**src/rtl/wr_dma_pkg.sv**
```systemverilog
package wr_dma_pkg;

    typedef enum logic [2:0] {
        ST_IDLE,
        ST_LOCK,
        ST_ARB,
        ST_LOAD,
        ST_POST,
        ST_WAIT
    } seq_state_t;

    localparam int REG_W     = 32;
    localparam int EN_BIT    = 31;
    localparam logic [1:0] OFS_RMT  = 2'd0;
    localparam logic [1:0] OFS_LCL  = 2'd1;
    localparam logic [1:0] OFS_LEN  = 2'd2;
    localparam logic [1:0] OFS_STAT = 2'd3;

endpackage

```
**src/rtl/wr_dma_regs.sv**
```systemverilog
module wr_dma_regs
    import wr_dma_pkg::*;
#(
    parameter int ADDR_W    = 32,
    parameter int LEN_W     = 16,
    parameter int MAX_BURST = 8,
    localparam int BCNT_W   = $clog2(MAX_BURST + 1)
) (
    input  logic              clk_i,
    input  logic              rst_ni,
    input  logic              wr_en_i,
    input  logic [1:0]        addr_i,
    input  logic [REG_W-1:0]  wdata_i,
    output logic [REG_W-1:0]  rdata_o,
    input  logic              upd_i,
    input  logic [BCNT_W-1:0] upd_words_i,
    input  logic              fin_i,
    output logic [ADDR_W-1:0] rmt_o,
    output logic [ADDR_W-1:0] lcl_o,
    output logic [LEN_W-1:0]  len_o,
    output logic              en_o,
    output logic              done_o
);

    logic [ADDR_W-1:0] rmt_q, lcl_q;
    logic [LEN_W-1:0]  len_q;
    logic              en_q, done_q;
    logic [ADDR_W-1:0] step_bytes;
    logic              unused_wbits;

    assign step_bytes   = ADDR_W'(upd_words_i) << 2;
    assign unused_wbits = ^wdata_i[EN_BIT-1:LEN_W];

    always_ff @(posedge clk_i) begin
        if (!rst_ni) begin
            rmt_q  <= '0;
            lcl_q  <= '0;
            len_q  <= '0;
            en_q   <= 1'b0;
            done_q <= 1'b0;
        end else begin
            if (wr_en_i && !en_q) begin
                unique case (addr_i)
                    OFS_RMT: rmt_q <= {wdata_i[ADDR_W-1:2], 2'b00};
                    OFS_LCL: lcl_q <= {wdata_i[ADDR_W-1:2], 2'b00};
                    OFS_LEN: begin
                        len_q <= wdata_i[LEN_W-1:0];
                        en_q  <= wdata_i[EN_BIT];
                    end
                    default: ;
                endcase
            end
            if (wr_en_i && addr_i == OFS_STAT && wdata_i[0]) begin
                done_q <= 1'b0;
            end
            if (upd_i) begin
                rmt_q <= rmt_q + step_bytes;
                lcl_q <= lcl_q + step_bytes;
                len_q <= len_q - LEN_W'(upd_words_i);
            end
            if (fin_i) begin
                en_q   <= 1'b0;
                done_q <= 1'b1;
            end
        end
    end

    always_comb begin
        rdata_o = '0;
        unique case (addr_i)
            OFS_RMT: rdata_o[ADDR_W-1:0] = rmt_q;
            OFS_LCL: rdata_o[ADDR_W-1:0] = lcl_q;
            OFS_LEN: begin
                rdata_o[LEN_W-1:0] = len_q;
                rdata_o[EN_BIT]    = en_q;
            end
            default: rdata_o[0] = done_q;
        endcase
    end

    assign rmt_o  = rmt_q;
    assign lcl_o  = lcl_q;
    assign len_o  = len_q;
    assign en_o   = en_q;
    assign done_o = done_q;

    // while a transfer runs, only a completion update may move the registers
    a_r7_regs_frozen: assert property (@(posedge clk_i) disable iff (!rst_ni)
        (en_q && !upd_i) |=> (len_q == $past(len_q) && rmt_q == $past(rmt_q)
                              && lcl_q == $past(lcl_q)))
        else $error("R7 registers moved without completion");

    // finishing clears enable and raises done
    a_r8_fin_effect: assert property (@(posedge clk_i) disable iff (!rst_ni)
        fin_i |=> (!en_q && done_q))
        else $error("R8 finish did not take effect");

endmodule

```
**src/rtl/wr_dma_fsm.sv**
```systemverilog
module wr_dma_fsm
    import wr_dma_pkg::*;
#(
    parameter int ADDR_W    = 32,
    parameter int DATA_W    = 32,
    parameter int LEN_W     = 16,
    parameter int MAX_BURST = 8,
    localparam int BCNT_W   = $clog2(MAX_BURST + 1)
) (
    input  logic              clk_i,
    input  logic              rst_ni,
    input  logic              en_i,
    input  logic [LEN_W-1:0]  len_i,
    input  logic [ADDR_W-1:0] rmt_i,
    input  logic [ADDR_W-1:0] lcl_i,
    input  logic              dfifo_empty_i,
    input  logic              mst_gnt_i,
    input  logic              lcl_rd_ack_i,
    input  logic [DATA_W-1:0] lcl_rd_data_i,
    input  logic              wr_done_i,
    output logic              slv_retry_o,
    output logic              mst_req_o,
    output logic              lcl_rd_req_o,
    output logic [ADDR_W-1:0] lcl_rd_addr_o,
    output logic              dfifo_push_o,
    output logic [DATA_W-1:0] dfifo_data_o,
    output logic              rq_push_o,
    output logic [ADDR_W-1:0] rq_addr_o,
    output logic [BCNT_W-1:0] rq_words_o,
    output logic              upd_o,
    output logic [BCNT_W-1:0] upd_words_o,
    output logic              fin_o
);

    seq_state_t        state_q, state_d;
    logic [BCNT_W-1:0] wcnt_q;
    logic [BCNT_W-1:0] blen;
    logic              last_word;
    logic              last_burst;

    always_comb begin
        if (len_i > LEN_W'(MAX_BURST)) blen = BCNT_W'(MAX_BURST);
        else                           blen = len_i[BCNT_W-1:0];
    end

    assign last_word  = lcl_rd_ack_i && ((wcnt_q + BCNT_W'(1)) == blen);
    assign last_burst = (len_i == LEN_W'(blen));

    // state register and burst word counter
    always_ff @(posedge clk_i) begin
        if (!rst_ni) begin
            state_q <= ST_IDLE;
            wcnt_q  <= '0;
        end else begin
            state_q <= state_d;
            if (state_q != ST_LOAD)  wcnt_q <= '0;
            else if (lcl_rd_ack_i)   wcnt_q <= wcnt_q + BCNT_W'(1);
        end
    end

    // next-state selection
    always_comb begin
        state_d = state_q;
        unique case (state_q)
            ST_IDLE: if (en_i && len_i != '0) state_d = ST_LOCK;
            ST_LOCK: if (dfifo_empty_i)       state_d = ST_ARB;
            ST_ARB:  if (mst_gnt_i)           state_d = ST_LOAD;
            ST_LOAD: if (last_word)           state_d = ST_POST;
            ST_POST:                          state_d = ST_WAIT;
            ST_WAIT: if (wr_done_i)           state_d = last_burst ? ST_IDLE : ST_LOCK;
            default:                          state_d = ST_IDLE;
        endcase
    end

    // outputs
    always_comb begin
        slv_retry_o   = 1'b0;
        mst_req_o     = 1'b0;
        lcl_rd_req_o  = 1'b0;
        dfifo_push_o  = 1'b0;
        rq_push_o     = 1'b0;
        upd_o         = 1'b0;
        fin_o         = 1'b0;
        unique case (state_q)
            ST_IDLE: fin_o = en_i && (len_i == '0);
            ST_LOCK: slv_retry_o = 1'b1;
            ST_ARB: begin
                slv_retry_o = 1'b1;
                mst_req_o   = 1'b1;
            end
            ST_LOAD: begin
                slv_retry_o  = 1'b1;
                mst_req_o    = 1'b1;
                lcl_rd_req_o = 1'b1;
                dfifo_push_o = lcl_rd_ack_i;
            end
            ST_POST: begin
                slv_retry_o = 1'b1;
                mst_req_o   = 1'b1;
                rq_push_o   = 1'b1;
            end
            ST_WAIT: begin
                upd_o = wr_done_i;
                fin_o = wr_done_i && last_burst;
            end
            default: ;
        endcase
    end

    assign lcl_rd_addr_o = lcl_i + (ADDR_W'(wcnt_q) << 2);
    assign dfifo_data_o  = lcl_rd_data_i;
    assign rq_addr_o     = rmt_i;
    assign rq_words_o    = blen;
    assign upd_words_o   = blen;

    // master request only follows a drained data FIFO
    a_r3_arb_after_empty: assert property (@(posedge clk_i) disable iff (!rst_ni)
        $rose(mst_req_o) |-> $past(dfifo_empty_i))
        else $error("R3 master requested before FIFO drained");

    // no push without the master grant
    a_r4_push_has_grant: assert property (@(posedge clk_i) disable iff (!rst_ni)
        dfifo_push_o |-> mst_gnt_i)
        else $error("R4 push without grant");

    // request push is followed by releasing master and retry
    a_r6_release_after_post: assert property (@(posedge clk_i) disable iff (!rst_ni)
        rq_push_o |=> (!slv_retry_o && !mst_req_o))
        else $error("R6 master or retry held after request push");

endmodule

```
**src/rtl/wr_dma_seq.sv**
```systemverilog
module wr_dma_seq
    import wr_dma_pkg::*;
#(
    parameter int ADDR_W    = 32,
    parameter int DATA_W    = 32,
    parameter int LEN_W     = 16,
    parameter int MAX_BURST = 8
) (
    input  logic                             clk,
    input  logic                             rst_n,
    input  logic                             reg_wr_en,
    input  logic [1:0]                       reg_addr,
    input  logic [31:0]                      reg_wdata,
    output logic [31:0]                      reg_rdata,
    output logic                             slv_retry,
    output logic                             mst_req,
    input  logic                             mst_gnt,
    output logic                             lcl_rd_req,
    output logic [ADDR_W-1:0]                lcl_rd_addr,
    input  logic                             lcl_rd_ack,
    input  logic [DATA_W-1:0]                lcl_rd_data,
    input  logic                             dfifo_empty,
    output logic                             dfifo_push,
    output logic [DATA_W-1:0]                dfifo_data,
    output logic                             rq_push,
    output logic [ADDR_W-1:0]                rq_addr,
    output logic [$clog2(MAX_BURST+1)-1:0]   rq_words,
    input  logic                             wr_done,
    output logic                             irq
);

    localparam int BCNT_W = $clog2(MAX_BURST + 1);

    logic [ADDR_W-1:0] rmt, lcl;
    logic [LEN_W-1:0]  len;
    logic              en, done, upd, fin;
    logic [BCNT_W-1:0] upd_words;

    wr_dma_regs #(
        .ADDR_W(ADDR_W), .LEN_W(LEN_W), .MAX_BURST(MAX_BURST)
    ) u_regs (
        .clk_i       (clk),
        .rst_ni      (rst_n),
        .wr_en_i     (reg_wr_en),
        .addr_i      (reg_addr),
        .wdata_i     (reg_wdata),
        .rdata_o     (reg_rdata),
        .upd_i       (upd),
        .upd_words_i (upd_words),
        .fin_i       (fin),
        .rmt_o       (rmt),
        .lcl_o       (lcl),
        .len_o       (len),
        .en_o        (en),
        .done_o      (done)
    );

    wr_dma_fsm #(
        .ADDR_W(ADDR_W), .DATA_W(DATA_W), .LEN_W(LEN_W), .MAX_BURST(MAX_BURST)
    ) u_fsm (
        .clk_i         (clk),
        .rst_ni        (rst_n),
        .en_i          (en),
        .len_i         (len),
        .rmt_i         (rmt),
        .lcl_i         (lcl),
        .dfifo_empty_i (dfifo_empty),
        .mst_gnt_i     (mst_gnt),
        .lcl_rd_ack_i  (lcl_rd_ack),
        .lcl_rd_data_i (lcl_rd_data),
        .wr_done_i     (wr_done),
        .slv_retry_o   (slv_retry),
        .mst_req_o     (mst_req),
        .lcl_rd_req_o  (lcl_rd_req),
        .lcl_rd_addr_o (lcl_rd_addr),
        .dfifo_push_o  (dfifo_push),
        .dfifo_data_o  (dfifo_data),
        .rq_push_o     (rq_push),
        .rq_addr_o     (rq_addr),
        .rq_words_o    (rq_words),
        .upd_o         (upd),
        .upd_words_o   (upd_words),
        .fin_o         (fin)
    );

    assign irq = done;

endmodule

```
**config.mk**
```make
export PLATFORM = sky130hd
export DESIGN_NAME = wr_dma_seq
export DESIGN_NICKNAME = d
export VERILOG_FILES = /design/src/rtl/wr_dma_pkg.sv /design/src/rtl/wr_dma_regs.sv /design/src/rtl/wr_dma_fsm.sv /design/src/rtl/wr_dma_seq.sv
export SDC_FILE = /design/constraint.sdc
export NUM_CORES = 1
export LEC_CHECK = 0
export CAP_MARGIN = 0
export CORE_ASPECT_RATIO = 1.2
export CORE_MARGIN = 2
export CORE_UTILIZATION = 44
export DETAILED_ROUTE_END_ITERATION = 8
export HOLD_SLACK_MARGIN = 0.06
export PLACE_DENSITY = 0.78
export SLEW_MARGIN = 20
export SYNTH_ARGS = -nofsm -noshare
export SYNTH_HDL_FRONTEND = slang
export SYNTH_HIERARCHICAL = 1
export SYNTH_SLANG_ARGS = --single-unit
```
**constraint.sdc**
```tcl
create_clock -name clk -period 2.64 [get_ports clk]
set_clock_uncertainty 0.1 [all_clocks]
set_input_delay 0.528 -clock clk [delete_from_list [all_inputs] [get_ports clk]]
set_output_delay 0.528 -clock clk [all_outputs]
set_load 0.01 [all_outputs]
```
==> results.yml <==
cts:
  htree_levels: 3
  cts.sinks: 85
  tritoncts: "done"
  clk_latency_ns: 0.37
  cts_buffers: 9
  clock_path_buffers: 2
  clockRootBuffer: "clkbuf_16"
  clkSlewWorstSetupHoldPaths_ns: 0.07
die:
  die_w_um: 122.1
  die_area_mm2: 0.01778
  io_pins: 211
  floorplan.initialDensity: 0.4522
  die_y_um: 145.7
  coreArea_mm2: 0.01627
  rows: 51
sta:
  worstMarginPinSlew_ns: 0.8283
  slew_headroom: 0.4436
  report.final.slew_viol_count: 0
  final_hold_viol_count: 0
  fmax_ghz: 0.3244
  setup_viol: 96
  setup_slack_ns: -0.4428
  rsz0062_at_grt: "yes"
  layout_min_cycle_time_ns: 3.083
  finalSetupTns_ns: -17.11
  hold_slack_ns: 0.4556
  fin_crit_sh: 1.168
detailed_routing:
  drc: 0
  wl_per_cell_um: 22.93
  drtAntennaViolNets: 0
  first_pass_iters: 8
  route.met2.wl_mm: 15.79
  wl_met3_mm: 3.179
  top_layer_used: "met4"
  drt-met1-wl_mm: 11.01
  drt-vias-per-instance: 6.513
  vias: 9333
  drt_wl_total_mm: 32.86
  drt_iter0_markers: 1032
logic_synthesis:
  synth_cell_types: 79
  synthAdderAreaFrac: 0.03979
  synthesis.instances: 959
  synthTopCellsByArea: "dfxtp_1 23%, buf_4 7.8%, mux2i_1 5.8%"
  yosys.cell_count.top_type: "nand2_1"
  synth_top_area_cell: "dfxtp_1"
  synth_simple_gate_area_frac: 0.2564
  synth-edff-count: 0
  synth_compound_area_frac: 0.2304
  netlist_area_mm2: 0.007358
  synthXorXnorAreaFrac: 0.05118
  synth_top_family_by_area: "simple AND/OR/NAND/NOR gates"
  yosys_most_used_dff: "dfxtp_1"
  ys_ff_latch: 85
  synth_top_area_frac: 0.2313
  syn_avg_cell_area_um2: 7.673
  synthArstFlopShare: 0
  yosysWarnings: 6
  synthMuxAreaShare: 0.06768
  synth.top_cells.by_count: "97 x nand2_1, 85 x dfxtp_1, 76 x buf_4"
  seq_area_frac_synth: 0.2313
run_status:
  status: "finished with violations"
  violations: "setup timing"
setup_path:
  rrSetupSlack_ns: -0.44
  arrival_ns: 3.26
  rr_endpoint: "u_regs/lcl_o[26]$_SDFFE_PN0P_"
  critPathLaunchType: "flip-flop"
  reg2reg_from: "u_regs/len_o[14]$_SDFFE_PN0P_"
  crit_slowest_cell: "or3_1"
  reg2reg_depth: 12
  critical_path_class: "flip-flop to flip-flop"
  worstPathRequired_ns: 2.82
  path_max_fanout: 4
  cp_cell_sequence: "nor4_4 -> and4_4 -> and2_4 -> buf_12 -> ha_4 -> fa_2 -> a21o_1 -> a21o_4 -> buf_6 -> nand3_2 -> or3_1 -> a31oi_1"
  crit_buf_inv: 2
  crit_path_max_incr_delay_ns: 0.44
  crit_path_end_kind: "flip-flop"
  crit_family: "simple AND/OR/NAND/NOR gates"
min_path:
  min_to: "u_regs/done_o$_SDFFE_PN0P_"
  min_path_cells: 2
  hp-start: "u_regs/done_o$_SDFFE_PN0P_"
  hold_path_class: "flip-flop to flip-flop"
pwr:
  switchingPower_mw: 1.285
  ir_drop_uv: 269.6
  netSwitchingFraction: 0.3327
  power_frac_clock: 0.320
  seqPwrFrac: 0.365
  p_leak_nw: 4.760
  cell_internal_pwr_mw: 2.577
  p_per_area_mw_per_mm2: 333.5
  p_comb_frac: 0.315
finish:
  layout.area.seq_mm2: 0.001722
  fin_nets: 1310
  fill_cells: 1149
  syn_to_final_growth_pct: 57.39
  layout-drive-gt1-share: 0.3852
  multi_input_area_mm2: 0.005927
grt:
  gr-total-overflow: 0
  grt_pass1_vias: 8730
  grt_max_degree: 49
  antenna_found_initial: 1
  grt_usage: 0.3288
  grt_pass1_wl_mm: 46.26
place:
  dpl_worst_slack_ns: -0.4819
  place_congestion: 0.9737
  hpwl_mm: 20.64
  io_buffer_count: 142
flow_run:
  cap_viol_max_count: 0
## what timing repair did
item	in CTS	in global routing
pin swaps	108	108
gates resized for setup	269	120
hold buffers	0	0
setup endpoints to repair	125	108
buffers inserted	37	29
## power groups by stage
stage                     logic [mW]  clock network, mW  registers, mW
final                           1.22               1.24           1.41
after floorplan                0.544                  0           1.43
after CTS                       1.07               1.23           1.40
after detailed placement       0.959                  0           1.43
after global placement         0.945                  0           1.43
after global routing            1.26               1.30           1.41
## cell type report
cell class | instances | share of cell area
multi-input cells | 724 | 0.5118
repair buffers | 367 | 0.2827
flip-flops and latches | 85 | 0.1487
well taps | 212 | 0.02290
clock buffers | 9 | 0.01945
inverters | 29 | 0.01005
clock inverters | 6 | 0.004213
diodes | 1 | 0.0002161
## tightest hold or removal path, cell delays in order (launching register included)
cell and delay [ns]:
dfxtp_1 0.37, a21oi_1 0.08, nor2_1 0.08
## worst max-delay path by stage
stage          cells after the start                     startpoint                            end  slack, ns
3_5_place_dp                      10   u_regs/lcl_o[2]$_SDFFE_PN0P_                lcl_rd_addr[28]      -0.48
3_3_place_gp                      10   u_regs/lcl_o[2]$_SDFFE_PN0P_                lcl_rd_addr[28]      -0.44
2_1_floorplan                     11   u_regs/len_o[5]$_SDFFE_PN0P_  u_regs/len_o[14]$_SDFFE_PN0P_      -0.17
4_1_cts                           11   u_fsm/wcnt_q[0]$_SDFFE_PP0P_                lcl_rd_addr[30]      -0.36
6_report                          12  u_regs/len_o[14]$_SDFFE_PN0P_  u_regs/lcl_o[26]$_SDFFE_PN0P_      -0.44
5_1_grt                           12  u_regs/len_o[14]$_SDFFE_PN0P_  u_regs/lcl_o[26]$_SDFFE_PN0P_      -0.45
## cells by family after synthesis
| group | count (synthesis) |
|---|---|
| multiplexers | 49 |
| AO/OA/AOI/OAI | 251 |
| other | 1 |
| adder cells (fa/ha/maj) | 21 |
| XOR/XNOR | 43 |
| buffers and inverters | 153 |
| flip-flops | 85 |
| AND/OR/NAND/NOR | 356 |
## registers in the layout (all words and copies together), names as in the netlist
register / flops
u_regs/len_o: 16
u_fsm/wcnt_q: 4
u_regs/en_o: 1
u_regs/done_o: 1
u_fsm/state_q: 3
u_regs/lcl_o: 30
u_regs/rmt_o: 30
## per-stage QoR
stage / power [mW] / instances / instance area [um^2] / utilization
2_1_floorplan: 1.974 / 962 / 7557 / -
3_3_place_gp: 2.371 / 1359 / 9777 / 0.6008
3_5_place_dp: 2.386 / 1359 / 9777 / 0.6008
4_1_cts: 3.706 / 1411 / 10890 / 0.6691
5_1_grt: 3.970 / 1432 / 11580 / 0.7116
6_report: 3.862 / 1433 / 11580 / 0.7117
## layer usage
layer / global-route usage / vias up
met3: 0.05878 / 254
li1: - / 3983
met5: 0 / -
met4: 0.2540 / 0
met1: 0.3644 / 4299
met2: 0.5486 / 797
## cells in the final DEF, fill, tap and decap left out, types with 6 or more instances in the layout
cell             count
buf_4              166
clkdlybuf4s50_1    104
nand2_1             91
dfxtp_1             71
nor2_1              63
buf_6               51
o21ai_0             49
mux2i_1             43
buf_2               27
inv_1               24
nand4_1             24
a31oi_1             22
a21oi_1             20
xor2_1              19
nor3_1              19
nand3_1             18
xnor2_1             18
a21oi_2             17
and3_1              16
ha_4                16
a211oi_2            15
dfxtp_2             13
a211oi_1            12
and2_1              11
or3_1               11
o21a_1              10
clkbuf_16            9
buf_12               9
o211ai_1             9
o31a_1               9
and4_1               7
o21ai_1              7
nor2_4               6
nor4_4               6
nand3_4              6
No activity file was read; power rests on OpenSTA's default activity.
